**src/rtl/pq_pkg.sv**
```systemverilog
package pq_pkg;
  typedef enum logic [1:0] {OP_NONE, OP_READ, OP_EOI, OP_SET} pq_op_e;

  localparam logic [11:0] OFS_EOI_LD = 12'h000;
  localparam logic [11:0] OFS_EOI_ST = 12'h400;
  localparam logic [11:0] OFS_READ   = 12'h800;
  localparam logic [1:0]  PQ_IDLE    = 2'b00;
  localparam logic [1:0]  PQ_MASKED  = 2'b01;
  localparam logic [1:0]  PQ_SENT    = 2'b10;
  localparam logic [1:0]  PQ_SENT_RE = 2'b11;
endpackage

```
**src/rtl/pq_decode.sv**
```systemverilog
module pq_decode
  import pq_pkg::*;
#(
  parameter int NUM_SRC = 16,
  parameter int SEL_W   = 5,
  parameter int IDX_W   = 4
) (
  input  logic                  valid,
  input  logic                  write,
  input  logic [12+SEL_W-1:0]   addr,
  output pq_op_e                op,
  output logic [1:0]            set_val,
  output logic [IDX_W-1:0]      idx,
  output logic                  in_range,
  output logic                  is_load
);
  localparam logic [SEL_W:0] LIMIT = (SEL_W+1)'(NUM_SRC);

  logic [11:0]      ofs;
  logic [SEL_W-1:0] sel;

  assign ofs      = addr[11:0];
  assign sel      = addr[12 +: SEL_W];
  assign idx      = sel[IDX_W-1:0];
  assign in_range = ({1'b0, sel} < LIMIT);
  assign is_load  = valid && !write;
  assign set_val  = ofs[9:8];

  always_comb begin
    op = OP_NONE;
    if (valid) begin
      if (write) begin
        if (ofs == OFS_EOI_ST) op = OP_EOI;
      end else if (ofs == OFS_EOI_LD) begin
        op = OP_EOI;
      end else if (ofs == OFS_READ) begin
        op = OP_READ;
      end else if (ofs[11:10] == 2'b11 && ofs[7:0] == 8'h00) begin
        op = OP_SET;
      end
    end
  end
endmodule

```
**src/rtl/pq_cell.sv**
```systemverilog
module pq_cell
  import pq_pkg::*;
(
  input  logic       clk,
  input  logic       rst,
  input  logic       sw_hit,
  input  pq_op_e     op,
  input  logic [1:0] set_val,
  input  logic       trig,
  output logic [1:0] state,
  output logic [1:0] state_nx,
  output logic       fwd_req
);
  logic [1:0] after_sw;
  logic       sw_fwd;
  logic       trig_fwd;

  always_comb begin
    after_sw = state;
    sw_fwd   = 1'b0;
    if (sw_hit) begin
      case (op)
        OP_EOI: begin
          if (state == PQ_SENT_RE) begin
            after_sw = PQ_SENT;
            sw_fwd   = 1'b1;
          end else if (state == PQ_SENT) begin
            after_sw = PQ_IDLE;
          end
        end
        OP_SET:  after_sw = set_val;
        default: after_sw = state;
      endcase
    end
  end

  always_comb begin
    state_nx = after_sw;
    trig_fwd = 1'b0;
    if (trig) begin
      if (after_sw == PQ_IDLE) begin
        state_nx = PQ_SENT;
        trig_fwd = 1'b1;
      end else if (after_sw[1]) begin
        state_nx = PQ_SENT_RE;
      end
    end
  end

  assign fwd_req = sw_fwd | trig_fwd;

  always_ff @(posedge clk) begin
    if (rst) state <= PQ_IDLE;
    else     state <= state_nx;
  end
endmodule

```
**src/rtl/pq_fwd_arb.sv**
```systemverilog
module pq_fwd_arb #(
  parameter int NUM_SRC = 16,
  parameter int IDX_W   = 4
) (
  input  logic               clk,
  input  logic               rst,
  input  logic [NUM_SRC-1:0] req,
  input  logic [NUM_SRC-1:0] p_keep,
  output logic               fwd_valid,
  output logic [IDX_W-1:0]   fwd_index
);
  logic [NUM_SRC-1:0] pend;
  logic [NUM_SRC-1:0] cand;
  logic [NUM_SRC-1:0] pick_mask;
  logic               pick_hit;
  logic [IDX_W-1:0]   pick_idx;

  always_comb begin
    cand     = (pend | req) & p_keep;
    pick_hit = 1'b0;
    pick_idx = '0;
    for (int i = NUM_SRC - 1; i >= 0; i--) begin
      if (cand[i]) begin
        pick_hit = 1'b1;
        pick_idx = IDX_W'(i);
      end
    end
    pick_mask = pick_hit ? (NUM_SRC'(1) << pick_idx) : '0;
  end

  always_ff @(posedge clk) begin
    if (rst) begin
      pend      <= '0;
      fwd_valid <= 1'b0;
      fwd_index <= '0;
    end else begin
      pend      <= cand & ~pick_mask;
      fwd_valid <= pick_hit;
      fwd_index <= pick_idx;
    end
  end
endmodule

```
**src/rtl/pq_coalesce_bank.sv**
```systemverilog
module pq_coalesce_bank
  import pq_pkg::*;
#(
  parameter int NUM_SRC = 16,
  parameter int SEL_W   = 5,
  parameter int IDX_W   = $clog2(NUM_SRC),
  parameter int DATA_W  = 64
) (
  input  logic                clk,
  input  logic                rst,
  input  logic                acc_valid,
  input  logic                acc_write,
  input  logic [12+SEL_W-1:0] acc_addr,
  input  logic [NUM_SRC-1:0]  trig,
  output logic                rd_valid,
  output logic [DATA_W-1:0]   rd_data,
  output logic                fwd_valid,
  output logic [IDX_W-1:0]    fwd_index
);
  pq_op_e             op;
  logic [1:0]         set_val;
  logic [IDX_W-1:0]   idx;
  logic               in_range;
  logic               is_load;
  logic [NUM_SRC-1:0] fwd_req;
  logic [NUM_SRC-1:0] p_keep;
  logic [2*NUM_SRC-1:0] st_flat;
  logic [1:0]         old_pq;

  pq_decode #(.NUM_SRC(NUM_SRC), .SEL_W(SEL_W), .IDX_W(IDX_W)) u_dec (
    .valid(acc_valid), .write(acc_write), .addr(acc_addr),
    .op(op), .set_val(set_val), .idx(idx), .in_range(in_range), .is_load(is_load)
  );

  for (genvar g = 0; g < NUM_SRC; g++) begin : g_src
    logic [1:0] st;
    logic [1:0] st_nx;
    logic       hit;
    assign hit = (op != OP_NONE) && in_range && (idx == IDX_W'(g));
    pq_cell u_cell (
      .clk(clk), .rst(rst), .sw_hit(hit), .op(op), .set_val(set_val),
      .trig(trig[g]), .state(st), .state_nx(st_nx), .fwd_req(fwd_req[g])
    );
    assign st_flat[2*g +: 2] = st;
    assign p_keep[g]         = st_nx[1];
  end

  pq_fwd_arb #(.NUM_SRC(NUM_SRC), .IDX_W(IDX_W)) u_arb (
    .clk(clk), .rst(rst), .req(fwd_req), .p_keep(p_keep),
    .fwd_valid(fwd_valid), .fwd_index(fwd_index)
  );

  always_comb begin
    old_pq = 2'b00;
    for (int i = 0; i < NUM_SRC; i++) begin
      if (idx == IDX_W'(i)) old_pq = st_flat[2*i +: 2];
    end
  end

  always_ff @(posedge clk) begin
    if (rst) begin
      rd_valid <= 1'b0;
      rd_data  <= '0;
    end else begin
      rd_valid <= is_load;
      if (is_load) begin
        if (in_range && op != OP_NONE) rd_data <= {{(DATA_W-2){1'b0}}, old_pq};
        else                           rd_data <= '1;
      end
    end
  end
endmodule

```
**config.mk**
```make
export PLATFORM = sky130hd
export DESIGN_NAME = pq_coalesce_bank
export DESIGN_NICKNAME = d
export VERILOG_FILES = /design/src/rtl/pq_pkg.sv /design/src/rtl/pq_decode.sv /design/src/rtl/pq_cell.sv /design/src/rtl/pq_fwd_arb.sv /design/src/rtl/pq_coalesce_bank.sv
export SDC_FILE = /design/constraint.sdc
export NUM_CORES = 1
export LEC_CHECK = 0
export ABC_AREA = 0
export BUFFER_PORTS_ARGS = -buffer_cell sky130_fd_sc_hd__buf_2
export CAP_MARGIN = 5
export CORE_ASPECT_RATIO = 1.25
export CORE_MARGIN = 2
export CORE_UTILIZATION = 55
export CTS_CLUSTER_SIZE = 24
export DETAILED_ROUTE_END_ITERATION = 12
export PLACE_DENSITY = 0.84
export SETUP_SLACK_MARGIN = 0.02
export SYNTH_ARGS = -nofsm -noshare
export SYNTH_HDL_FRONTEND = slang
export SYNTH_SLANG_ARGS = --single-unit
```
**constraint.sdc**
```tcl
create_clock -name clk -period 4.35 [get_ports clk]
set_input_delay 0.435 -clock clk [delete_from_list [all_inputs] [get_ports clk]]
set_output_delay 0.435 -clock clk [all_outputs]
set_load 0.01 [all_outputs]
```
# Word level (Yosys, flattened, before mapping)
# Cells that the tools add are included.
[word_totals] input_bits=37 word_cells=383 register_bits=118
[op_classes] bitwise=20 n_reduce_logical=40 muxes=248 shift=1 n_lt_le_gt_ge=1 n_eq_ne=52
[op_table] cell="2-bit 2-to-1 mux" n=118
[op_table] cell="1-bit 2-to-1 mux" n=96
[op_table] cell="2-bit equality test, second input constant" n=35
[op_table] cell="4-bit 2-to-1 mux" n=16
[op_table] cell="64-bit 2-to-1 mux" n=1
[op_table] cell="2-bit case mux with 2 select lines" n=16
[op_table] cell="16-bit AND" n=2
[op_table] cell="4-bit equality test, second input constant" n=8
[op_table] cell="2-bit logical NOT" n=16
[op_table] cell="1-bit logical AND" n=19
[op_table] cell="4-bit by 3-bit equality test with 1-bit output, second input constant" n=4
[op_table] cell="16-bit 2-to-1 mux" n=1
[op_table] cell="16-bit NOT" n=1
[op_table] cell="1-bit OR" n=16
[op_table] cell="16-bit OR" n=1
[op_table] cell="1-bit by 4-bit << shifter with 16-bit output, first input constant" n=1
[op_table] cell="12-bit by 11-bit equality test with 1-bit output, second input constant" n=1
[op_table] cell="12-bit equality test, second input constant" n=1
[op_table] cell="12-bit logical NOT" n=1
[op_table] cell="4-bit by 2-bit equality test with 1-bit output, second input constant" n=2
[op_table] cell="8-bit logical NOT" n=1
[op_table] cell="5-bit < comparator, second input constant" n=1
[op_table] cell="4-bit by 1-bit equality test with 1-bit output, second input constant" n=1
[op_table] cell="4-bit logical NOT" n=1
[op_table] cell="2 further kinds" n=2

# Depth between registers and ports, before layout
# Gate-level depths: netlist of the first run.
[depth] depth_word=37 mapped_depth=13 depth_no_buf=9

# Hierarchy
# Synthesis of the first run repeated with hierarchy kept, for this count alone.
[hier_totals] cells_unflattened=606 area_unflattened_um2=4819.6
[modules_own_cells] module="pq_cell" cells_each=21 area_per_inst_um2=163.9 n_inst=16 seq_area_each_um2=40.0
[modules_own_cells] module="pq_coalesce_bank" cells_each=153 area_per_inst_um2=1098.6 n_inst=1 seq_area_each_um2=80.1
[modules_own_cells] module="pq_fwd_arb" cells_each=97 area_per_inst_um2=970.9 n_inst=1 seq_area_each_um2=420.4
[modules_own_cells] module="pq_decode" cells_each=20 area_per_inst_um2=127.6 n_inst=1 seq_area_each_um2=0.0

# Least setup slack after synthesis of the first run
# OpenSTA, ideal clock, no wires.
[synth_path] path_type="input -> register" startpoint="in acc_addr[3]" endpoint="reg u_arb.pend[12]" t_arrival_ns=3.753 slack_ns=0.472 required_ns=4.225 stages=11 path_buffers=2 cell_sequence="or4_4 -> buf_6 -> or4_4 -> buf_6 -> o41ai_1 -> o211ai_1 -> mux2i_1 -> or4_1 -> a31o_1 -> a211o_1 -> o41a_1"
[synth_between] elab_chain_len=37 elab_cells_between_ends=245 classes_between="4 x eq/ne; 1 x shift; 183 x mux; 20 x bitwise; 37 x reduce/logical"
[synth_rtl] item="start, declared" line_no="pq_coalesce_bank.sv:13" source="input logic [12+SEL_W-1:0] acc_addr,"
[synth_rtl] item="8-bit logical NOT" line_no="pq_decode.sv:38" source="end else if (ofs[11:10] == 2'b11 && ofs[7:0] == 8'h00) begin"
[synth_rtl] item="1-bit logical AND" line_no="pq_decode.sv:38"
[synth_rtl] item="2-bit 2-to-1 mux" line_no="pq_decode.sv:38"
[synth_rtl] item="2-bit 2-to-1 mux" line_no="pq_decode.sv:36" source="end else if (ofs == OFS_READ) begin"
[synth_rtl] item="2-bit 2-to-1 mux" line_no="pq_decode.sv:34" source="end else if (ofs == OFS_EOI_LD) begin"
[synth_rtl] item="2-bit 2-to-1 mux *" line_no="pq_decode.sv:32" source="if (write) begin"
[synth_rtl] item="2-bit 2-to-1 mux *" line_no="pq_decode.sv:31" source="if (valid) begin"
[synth_rtl] item="branches (longest 9 deep; another with 16-bit OR)"
[synth_rtl] item="16-bit AND *" line_no="pq_fwd_arb.sv:19" source="cand = (pend | req) & p_keep;"
[synth_rtl] item="4-bit 2-to-1 mux (16 in a row)" line_no="pq_fwd_arb.sv:23" source="if (cand[i]) begin"
[synth_rtl] item="1-bit by 4-bit << shifter with 16-bit output" line_no="pq_fwd_arb.sv:28" source="pick_mask = pick_hit ? (NUM_SRC'(1) << pick_idx) : '0;"
[synth_rtl] item="16-bit 2-to-1 mux" line_no="pq_fwd_arb.sv:28"
[synth_rtl] item="16-bit NOT" line_no="pq_fwd_arb.sv:37" source="pend <= cand & ~pick_mask;"
[synth_rtl] item="16-bit AND *" line_no="pq_fwd_arb.sv:37"
[synth_rtl] item="end signal, assigned" line_no="pq_fwd_arb.sv:37"
[synth_rtl] item="end, declared" line_no="pq_fwd_arb.sv:12" source="logic [NUM_SRC-1:0] pend;"
# Every way passes the cells marked *.
# A chain may end at the register's enable or synchronous reset.

# Final worst setup path of the first run
[layout_path] startpoint="in acc_addr[7]" endpoint="reg u_arb.pend[11]"
# Same word-level chain as after synthesis.

==> impl_summary.md, run 1 <==
Setup path
The maximum net fanout on the critical path is 17. The critical path required time is about 4.6 ns. The nature of the critical path startpoint is an input pin. The critical path startpoint is acc_addr[7]. The worst setup path is captured at a flop.

The data arrival time of the critical path is around 4.0 ns. The worst register-to-register path begins at g_src[11].u_cell.state[1]$_SDFF_PP0_. By startpoint and endpoint, the worst setup path is classified as input pin to flop.

Die
roughly 110 I/O pins were placed. The die covers roughly 0.009 mm2. Row generation in the floorplan step produced 37 rows. The die boundary width is approximately 85 um. The floorplan step defined a core boundary enclosing around 0.008 mm2. The die height is approximately 110 um. For this configuration, the core starts out at a cell density of about 56%.

STA
The minimum clock period is approximately 3.8 ns. Dividing the final minimum period by the clock period gives 88.2%. The number of hold violations in the final report was 0. In the final timing run, aggregate negative setup slack is 0 ns. The headroom to the max-slew limit is a little under two fifths.

The actual slew at the worst max-slew pin is 0.946 ns. Setup repair after global routing left no endpoint under its margin. Between clock sinks in the finished design, the worst skew comes to approximately 0.008 ns. Setup violations remaining at the end of the flow were counted as 0. The maximum frequency from static timing analysis is ~260 MHz. The final number of max-transition violations came to 0.

Detailed routing
The number of remaining DRC errors is 0. The total via count in the routed design is 5156. The remaining antenna violation count after routing is 0. The routed design has 16000 um of wire. The average routed wire per standard cell is between 20 and 25 um.

After detailed routing, the number of vias per cell comes to between 6 and 7. The number of detailed-routing iterations run before antenna repair is 8. The number of DRC markers in iteration 0 is roughly 640.

Layout
Counting the fill cells in the layout gives about 750. The library cell used most frequently in the layout, excluding fill and tap cells, is buf_2. The final layout contains 674 nets. The number of antenna diodes in the final layout is 0. The signed area change from the synthesized netlist to the final layout is 9.80%.

The area used by sequential logic in the layout is approximately 0.0011 mm2. The multi-input logic area is approximately 0.0027 mm2. In the final layout, the share of cells above drive strength 1 is ~25%. In the layout the commonest cells are buf_2, dfxtp_1, nand2_1.

Synthesis
During synthesis, Yosys emitted a total of 0 warnings. For this run, asynchronously set or reset flops after synthesis account for 0%. The number of enable-type register cells in the synthesized netlist is 0.

The synthesized area per cell is 7.71 um2. For this run, the leading register cell type out of synthesis is dfxtp_1. The number of cells produced by synthesis is roughly 590.

The top cell type's share of synthesized area is approximately a quarter. The synthesized design spends more area on one cell type than any other, namely dfxtp_1. The number of nets in the synthesized netlist is 625. By area the synthesized netlist is led by dfxtp_1, buf_4, nand2_1, nor2_1, mux2i_1. The number of library cell types mapped by synthesis is between 70 and 80. Summing the sequential cell areas from Yosys gives between 20% and 30% of the chip area. The total standard cell area after synthesis is between 0.004 and 0.005 mm2. Counting flops and latches in the post-synthesis netlist gives 57.

GRT
The wire length of the first global-routing pass is approximately 25000 um. The number of antenna violations at the first check in global routing was 0. The number of global-route vias before repair is around 4600.

The maximum number of pins on one net before global-route repair is 63. Summed over all layers, the global routing overflow is 0. Global routing used between 30% and 40% of the available tracks across all layers.

CTS
Once the clock tree was built, the setup fixing pass inserted 0 buffers. The post-CTS clock slew at the launch and capture registers of the worst setup and hold paths is approximately 0.07 ns. The root buffer cell is clkbuf_8. TritonCTS built the clock tree. The maximum level of the CTS H-tree is 3. No sink is reached through more buffers than the 2 on the longest clock path. The post-cts hold buffer count is 0. The number of buffers inserted during clock tree synthesis is 9. The clock latency at the later pin of the worst-skew pair is approximately 0.36 ns. The number of gates resized after cts is 0. CTS saw 57 sinks.

Power and ir drop
The power density normalized to cell area is between 300 and 400 mW/mm2. Across the VDD grid, the largest voltage drop is around 0.00027 V. The overall power is 1.55 mW.

The static leakage is approximately 2 nW.

Place
The half-perimeter wire length of the detailed placement result is 12200 um. Port buffering added between 100 and 150 buffers. Routability-driven placement finished with a final weighted congestion of a little over 1.

Worst hold path
The min-delay analysis places its worst path in the category input pin to flop. The launch instance of the worst min-delay path is trig[0].

Outcome
The flow ran to the end, and the final reports show no timing, DRC or antenna violations.

Run
The number of maximum-capacitance constraint violations is 0.
metal layers:
| metal | up-vias | track usage, % | wire [um] |
|---|---|---|---|
| met1 | 2386 | 44.8 | 6050 |
| li1 | 2305 | - | - |
| met5 | - | 0 | 0 |
| met4 | 0 | 18.0 | 816 |
| met3 | 73 | 5.32 | 1710 |
| met2 | 392 | 58.7 | 7450 |
registers in the layout (all words and copies together) (netlist names):
signal	flops
u_arb.fwd_valid	1
u_arb.fwd_index	4
rd_valid	1
rd_data	3
g_src.u_cell.state	32
u_arb.pend	16
per-stage QoR:
stage	cell area [um2]	setup slack, ns	cells	hold WS (ns)	util [%]
2_1_floorplan	4530	0.472	588	0.484	-
3_3_place_gp	4780	0.280	723	0.487	59.0
3_5_place_dp	4780	0.185	723	0.491	59.0
4_1_cts	4970	0.550	739	0.332	61.4
5_1_grt	4970	0.341	739	0.358	61.4
6_report	4970	0.514	739	0.328	61.4
synthesized netlist by cell type, types with 3 or more instances:
master	count
buf_4	61
dfxtp_1	57
nand2_1	53
nor2_1	47
a21oi_1	25
clkbuf_1	24
a31oi_1	23
inv_1	20
o21ai_0	20
nor3_1	18
mux2i_1	16
nand3_1	14
nand4_1	13
a41oi_1	11
nor4_1	11
nor2b_1	10
o31ai_1	10
a2111oi_0	9
nand2b_1	8
o2111ai_1	7
and2_1	6
o211ai_1	6
a211oi_1	5
a311oi_1	5
a32oi_1	5
o41ai_1	5
a21boi_0	4
mux2_2	4
o211a_1	4
o31a_1	4
o32ai_1	4
or3_1	4
and3_1	3
buf_2	3
o21a_1	3
o21ai_1	3
or4_1	3
worst max-delay path: stages:
cell and delay (ns):
buf_2 0.10, or4_1 0.64, or4_4 0.61, o41ai_1 0.48, o311ai_0 0.27, mux2i_1 0.35
buf_4 0.20, a21oi_1 0.04, or2_2 0.32, a31oi_1 0.43, a311oi_1 0.16
path summary, 6_finish.rpt:
kind,to,slack (ns),cells after the start
worst min-delay path,g_src[0].u_cell.state[0]$_SDFF_PP0_,0.33,3
worst max-delay path,u_arb.pend[11]$_SDFF_PP0_,0.51,11
worst min register to register,rd_data[62]$_SDFFE_PP0P_,0.50,2
worst max register to register,u_arb.pend[12]$_SDFF_PP0_,1.57,9
area by class of cell:
class | count | area share [%]
multi-input combinational | 420 | 54.8
inverter | 20 | 1.51
timing repair buffer | 129 | 14.4
tap | 97 | 2.44
clock buffer | 11 | 2.84
clock inverter | 5 | 1.11
sequential | 57 | 22.9
cell families (layout without fill, tap and decap cells):
family	after synthesis	after routing	synth area share, %
AND/OR/NAND/NOR	214	214	24.7
AO/OA/AOI/OAI	181	181	29.5
buffers and inverters	111	165	14.7
flip-flops	57	57	25.2
multiplexers	22	22	5.52
XOR/XNOR	2	2	0.387
other	1	1	0.0828
report_power, final:
group | switching [mW] | internal (mW) | total [mW]
combinational | 0.264 | 0.161 | 0.425
sequential | 0.0374 | 0.565 | 0.602
clock | 0.246 | 0.278 | 0.524
total | 0.547 | 1.00 | 1.55
No activity file was read; power rests on OpenSTA's default activity.
==> run 2: changes to the inputs <==
Settings changed: CORE_UTILIZATION 55 to 56, PLACE_DENSITY 0.84 to 0.85, SYNTH_HIERARCHICAL from default to 1.
==> run 2 against run 1 <==
Design area grew 1.8%; sequential power hardly changed; via count shrank 2.8%; count of clock-buffer cells in the layout decreased by 1; synthesized cell count rose by 0.34%; die area up 2.6%; critical path depth up 4; sequential share of layout area fell by 0.41 points; routed wire length decreased by 18%; clock skew increased by 0.0025 ns; utilization is 0.074 points higher.
==> impl_summary.md, run 2 <==
Outcome
The run finished with clean final reports.

CTS
The clock tree from TritonCTS is done. The CTS sink count is 57. The maximum clock insertion buffer count is 2. Counting the buffers created by CTS gives 9. CTS built an H-tree with a depth of 3.

For this design, the CTS-stage hold fixing added 0 buffers. The root buffer cell is clkbuf_8. The post-CTS clock slew at the launch and capture registers of the worst setup and hold paths is about 0.07 ns. Clock latency on the worst-skew pair, taken at its later pin, is between 0.3 and 0.4 ns.

The number of gates resized after CTS was 0. The post-CTS repair timing setup buffer count is 0.

Synthesis
Synthesis produced 590 cells. In this run the mean area of a mapped cell was about 8 um2. The number of nets in the synthesized netlist is roughly 630. For this run, the number of Yosys warnings is 6. The synthesized netlist occupies a cell area of 0.00474 mm2.

Layout
The post-route cell area is 0.00507 mm2. The largest registers in the layout are g_src.u_cell/state x32, u_arb/pend x16, u_arb/fwd_index x4. The antenna diode instance count is 0. The layout has about 730 filler cells. The multi-input logic area is 0.00297 mm2. At the end of the flow the core is filled with cells to 61.5%.

The signed area change from the synthesized netlist to the final layout is 6.89%. The proportion of layout cells with a drive suffix above 1 is between 20% and 30%. The area used by sequential logic in the layout is 0.00114 mm2.

The library cell used most frequently in the layout, excluding fill and tap cells, is buf_2. The register with the most flip-flops is g_src.u_cell/state. Leaving out fill and tap cells, the most frequent cells in the layout are buf_2, dfxtp_1, nand2_1. At the end of the flow, the number of nets in the layout was 672. The register with the most flip-flops in the layout has 32 of them.

STA
After layout, the worst setup slack is between 0.4 and 0.5 ns. Setup violations remaining at the end of the flow were counted as 0. For the pin with the worst max-slew slack, the measured transition is 0.507 ns. Setup repair after global routing left no endpoint under its margin.

The maximum frequency from static timing analysis is between 200 and 300 MHz. The share of the cycle needed by the critical path after routing is 89.0%. The final number of max-transition violations was 0. In the final timing run, aggregate negative setup slack is 0 ns. The smallest clock period supported by the final layout is computed as ~3.9 ns.

The number of hold violations in the final report is 0. In this run the tightest slew margin relative to its limit is between 60% and 70%. The largest clock skew in the final design is 0.0103 ns.

Power and ir drop
In this run the power density over the cells is approximately 280 mW/mm2. The overall power is 1.42 mW. Across the VDD grid, the largest voltage drop is around 0.00022 V. For this design the static power due to leakage is ~2.1 nW.

GRT
Across every metal layer, demand over resource in global routing totals 28.2%. The number of antenna violations at the first check in global routing is 0. For this run the aggregate overflow at the end of global routing stands at 0. The maximum number of pins on one net before global-route repair is between 80 and 90. The first global-routing pass estimated between 20000 and 25000 um of wire.

The number of global-route vias before repair is around 4500.

Setup path
The nature of the critical path startpoint is an input pin. The data arrival time of the critical path is between 4 and 5 ns. The setup check on the worst reg-to-reg path leaves a slack of ~1.8 ns. The maximum net fanout on the critical path is 6. The sort of element at the end of the critical path is a flop. The critical path in this run is classified as input pin to flop. The critical path required time is ~4.5 ns.

Worst hold path
The min-delay analysis places its worst path in the category input pin to flop.

Die
The number of placed I/O pins is around 110. The count of standard-cell rows is 37. The region available for standard cell placement spans just over 0.008 mm2. The die covers 0.00922 mm2.

For this configuration, the core starts out at a cell density of between 50% and 60%. The die height is about 110 um. The die boundary width is between 80 and 90 um.

Place
Before CTS, the worst setup slack after placement is around 0.23 ns. The half-perimeter wire length of the detailed placement result is ~9000 um. The weighted congestion at the end of routability-driven global placement is ~0.9. The placed instances occupy a cell area of between 0.004 and 0.005 mm2. The count of input and output buffers is between 100 and 150.

Run
The number of maximum-capacitance constraint violations is 0.

Detailed routing
The total routed wirelength is roughly 13000 um. The count of nets left with antenna violations once routing finished came out at 0. The number of DRC markers in iteration 0 is slightly below 500.

Using the TritonRoute via totals, the vias-per-cell ratio works out to 6.80. The number of remaining DRC errors is 0. The number of detailed-routing iterations run before antenna repair is 5. Dividing the detail-routed wire length by the instance count gives 17.8 um. For this block, the via count after detailed routing is about 5000.
## run 2: final cells by class
class                           instances  share of cell area [%]
Timing Repair Buffer                  112                    11.6
Sequential cell                        57                    22.5
Tap cell                               97                    2.40
Inverter                               22                    1.63
Clock buffer                           10                    2.52
Clock inverter                          6                   0.692
Multi-Input combinational cell        433                    58.6
## run 2: metrics by stage
stage	cells	hold WS, ns
CTS	737	0.362
detailed placement	721	0.500
finish	737	0.373
global route	737	0.375
global placement	721	0.489
floorplan	590	0.504
## run 2: routing by layer
| layer | vias to the layer above | share of wire [%] | track usage (%) |
|---|---|---|---|
| li1 | 2341 | - | - |
| met1 | 2332 | 39 | 33.4 |
| met2 | 298 | 50 | 48.6 |
| met3 | 41 | 8.8 | 5.77 |
| met4 | 0 | 2.9 | 13.1 |
| met5 | - | 0 | 0 |
## run 2: worst max-delay path, cell delays in order
cell,delay [ns]
buf_2,0.10
nor4b_2,0.27
nand3_1,0.22
nor2_4,0.19
o21a_1,0.27
nand3_1,0.21
nor2_1,0.37
o211ai_1,0.21
a211o_1,0.38
o31ai_2,0.24
o21a_1,0.18
o211ai_1,0.09
a31o_1,0.26
a32oi_1,0.45
a311oi_1,0.18
## run 2: final timing paths
| check | start | endpoint | depth (start not counted) |
|---|---|---|---|
| max reg2reg | g_src[14].u_cell/state[1]$_SDFF_PP0_ | u_arb/pend[12]$_SDFF_PP0_ | 8 |
| min | trig[9] | g_src[9].u_cell/state[0]$_SDFF_PP0_ | 3 |
| max | acc_addr[4] | u_arb/pend[12]$_SDFF_PP0_ | 15 |
| min reg2reg | rd_data[62]$_SDFFE_PP0P_ | rd_data[62]$_SDFFE_PP0P_ | 2 |
## run 2: power breakdown
part | leakage, nW | internal (mW) | switching (mW)
sequential | 0.471 | 0.563 | 0.0392
clock | 0.0818 | 0.202 | 0.230
combinational | 1.50 | 0.159 | 0.231
total | 2.05 | 0.924 | 0.500
==> run 3: changes to the inputs <==
Settings changed: ABC_AREA 0 to 1.
==> run 3 against run 2 <==
Utilization is 1.9 points higher; clock skew down 0.00060 ns; die area grew 0.33%; critical path depth rose by 7; first-iteration DRC count shrank 25%.
==> impl_summary.md, run 3 <==
Detailed routing
The routed design uses just over 800 um of met3 wire. In this run the remaining antenna-violating nets after routing total 0. After detailed routing, the number of remaining DRC violations is 0. The via density per instance is 5.21. After detailed routing, the total wire length is about 11000 um. After detailed routing, the wire length on met1 is just under 5000 um. The number of detailed-routing iterations run before antenna repair is 5.

The routed layout has 4915 vias. Wire segments on met2 add up to approximately 5400 um in the final route. In the final routed layout, each cell accounts on average for between 10 and 15 um.

The highest metal layer carrying signal wires in the routed design is met4. The number of DRC markers in iteration 0 is ~360.

Layout
The antenna diode instance count is 0. The final core area utilization is about 63%. The top cell types in the final layout, fill and taps aside, are nand2_1, inv_1, buf_2. After routing the design area is around 0.0052 mm2. The number of flip-flops under the largest register name is 32. Leaving out fill and tap cells, the most frequent cell in the layout is nand2_1. The final-stage net count is 879.

The filler-free cell count of the finished design is roughly 940. The signed area change from the synthesized netlist to the final layout is 9.79%. g_src.u_cell/state holds more flip-flops than any other register. In the final layout, the share of cells above drive strength 1 is between 20 and 25%. The largest registers in the layout are g_src.u_cell/state x32, u_arb/pend x16, u_arb/fwd_index x4.

Die
The count of standard-cell rows is 37. The die boundary width is between 80 and 90 um. The die covers 0.00925 mm2.

The starting density of the core is between 50 and 60%. The number of placed I/O pins is approximately 110. The die height is around 110 um. The region available for standard cell placement spans roughly 0.0082 mm2.

Power and ir drop
The share of power burned in combinational logic is around a quarter. The proportion of total power due to net switching is a little under a third. Per report_power, the clock group accounts for 37.9% of the total. The static leakage is around 3.0 nW. After layout, the design draws a total of ~1.6 mW. Dividing total power by cell area gives a power density of approximately 310 mW/mm2. The worst-case IR drop observed on VDD is ~0.00024 V. The register share of total power is 36.7%.

The internal portion of the total power is roughly 1.1 mW. The switching power summed over all nets is 520 uW.

STA
The maximum frequency from static timing analysis is between 200 and 300 MHz. The number of hold violations in the final report came to 0. Setup repair after global routing left no endpoint under its margin.

The actual slew at the worst max-slew pin is 0.514 ns. On the final layout, the worst clock skew is between 0.009 and 0.01 ns. Headroom to the max-slew limit came out at between 60% and 70%. Setup slack on the critical path of the routed design comes to 0.966 ns.

The minimum clock period is around 3.4 ns. Hold timing on the final database bottoms out at a slack of about 0.35 ns. The final number of max-transition violations was 0. The total negative slack for setup checks is 0 ns. The final setup violation count is 0. Of the available clock period, the critical path in the final layout requires a little under 80%.

Synthesis
In the synthesized netlist, the number of instances is between 700 and 800. The average instance in the mapped netlist occupies 6.04 um2. The count of synthesis-stage warnings from yosys is 6. The number of nets in the synthesized netlist is about 820. Summing every instance area after synthesis gives around 0.0048 mm2.

GRT
The first global-routing pass estimated 19100 um of wire. The number of antenna violations at the first check in global routing is 0. Entering global routing, the biggest net connects 65 pins.

The aggregate global routing overflow is 0. In the global route stage, overall resource usage came out at 25.4%. The number of global-route vias before repair is around 4400.

Setup path
The critical path goes through buf_2, inv_1, nand2_1, nor2_1, o21ai_0, nor3_4, o21ai_1, buf_4, nor4_1, nand2_1, a21oi_1, nand2_1, nand3_1, o21ai_1, o21ai_2, nand2_1, nor2_1, nand2_1, nor2_4, inv_2, nor2_1, nor2_1. Counting stages on the worst path, the most repeated cell is nand2_1. The largest single stage delay on the critical path is between 0.2 and 0.3 ns.

The slowest stage of the critical path belongs to the cell o21ai_2. The maximum net fanout on the critical path is 12. The data arrival time of the critical path is approximately 3.6 ns. STA classifies the critical path startpoint as an input pin. The sort of element at the end of the critical path is a flop. The flop-to-flop setup slack is between 1.5 and 2 ns.

The worst setup path category is input pin to flop. The critical path required time is about 4.6 ns.

Place
The pre-CTS worst setup slack is 0.769 ns. The cell area after placement is 0.00498 mm2. Once placement completed, the tool counted placed cells totaling around 930. The weighted congestion at the end of routability-driven global placement is between 0.8 and 0.9. During placement, the flow inserted port buffers numbering ~110. The half-perimeter wire length of the detailed placement result is approximately 8500 um.

CTS
The clock passes through at most 2 buffers. The post-cts hold buffer count is 0. The number of gates resized after cts is 0.

The maximum level of the CTS H-tree is 3. After clock tree synthesis, the setup repair step added 0 buffers. Counting every sink on the clock net gives 57.

The cell sitting at the root of the clock tree is a clkbuf_8. The number of buffers inserted during clock tree synthesis is 9. The clock tree from TritonCTS is done.

The clock latency at the later pin of the worst-skew pair is around 0.34 ns. The post-CTS clock slew at the launch and capture registers of the worst setup and hold paths is about 0.07 ns.

Run
The number of maximum-capacitance constraint violations is 0.

Worst hold path
The worst hold path belongs to the class input pin to flop.

Outcome
The flow ran to the end, and the final reports show no timing, DRC or antenna violations.
-- run 3: layout make-up --
cell class	count	area (um2)
Tap cell	97	121
Multi-Input combinational cell	544	2680
Sequential cell	57	1140
Fill cell	808	3020
Clock buffer	11	141
Inverter	116	435
Clock inverter	5	103
Timing Repair Buffer	114	603
-- run 3: final timing paths --
kind	start	to	cells after the start
min reg2reg	rd_data[0]$_SDFFE_PP0P_	rd_data[0]$_SDFFE_PP0P_	2
max	acc_write	u_arb/pend[9]$_SDFF_PP0_	22
min	trig[10]	g_src[10].u_cell/state[0]$_SDFF_PP0_	3
max reg2reg	g_src[15].u_cell/state[1]$_SDFF_PP0_	u_arb/pend[9]$_SDFF_PP0_	23
-- run 3: critical path, delay by kind of cell --
kind	cells	cell delay (ns)
buffers and inverters	4	0.47
AO/OA/AOI/OAI	5	0.80
AND/OR/NAND/NOR	13	1.90
-- run 3: routing by layer --
layer | vias to the layer above | global-route usage (%)
met5 | - | 0
met1 | 2168 | 30.5
li1 | 2533 | -
met4 | 0 | 9.93
met2 | 193 | 44.0
met3 | 21 | 4.85
-- run 3: power groups by stage --
stage                     Clock [mW]  Combinational, mW  Sequential, mW
final                          0.617              0.413           0.597
after detailed placement           0              0.407           0.608
after floorplan                    0              0.333           0.610
after global routing           0.647              0.463           0.601
after global placement             0              0.403           0.608
after CTS                      0.625              0.410           0.597
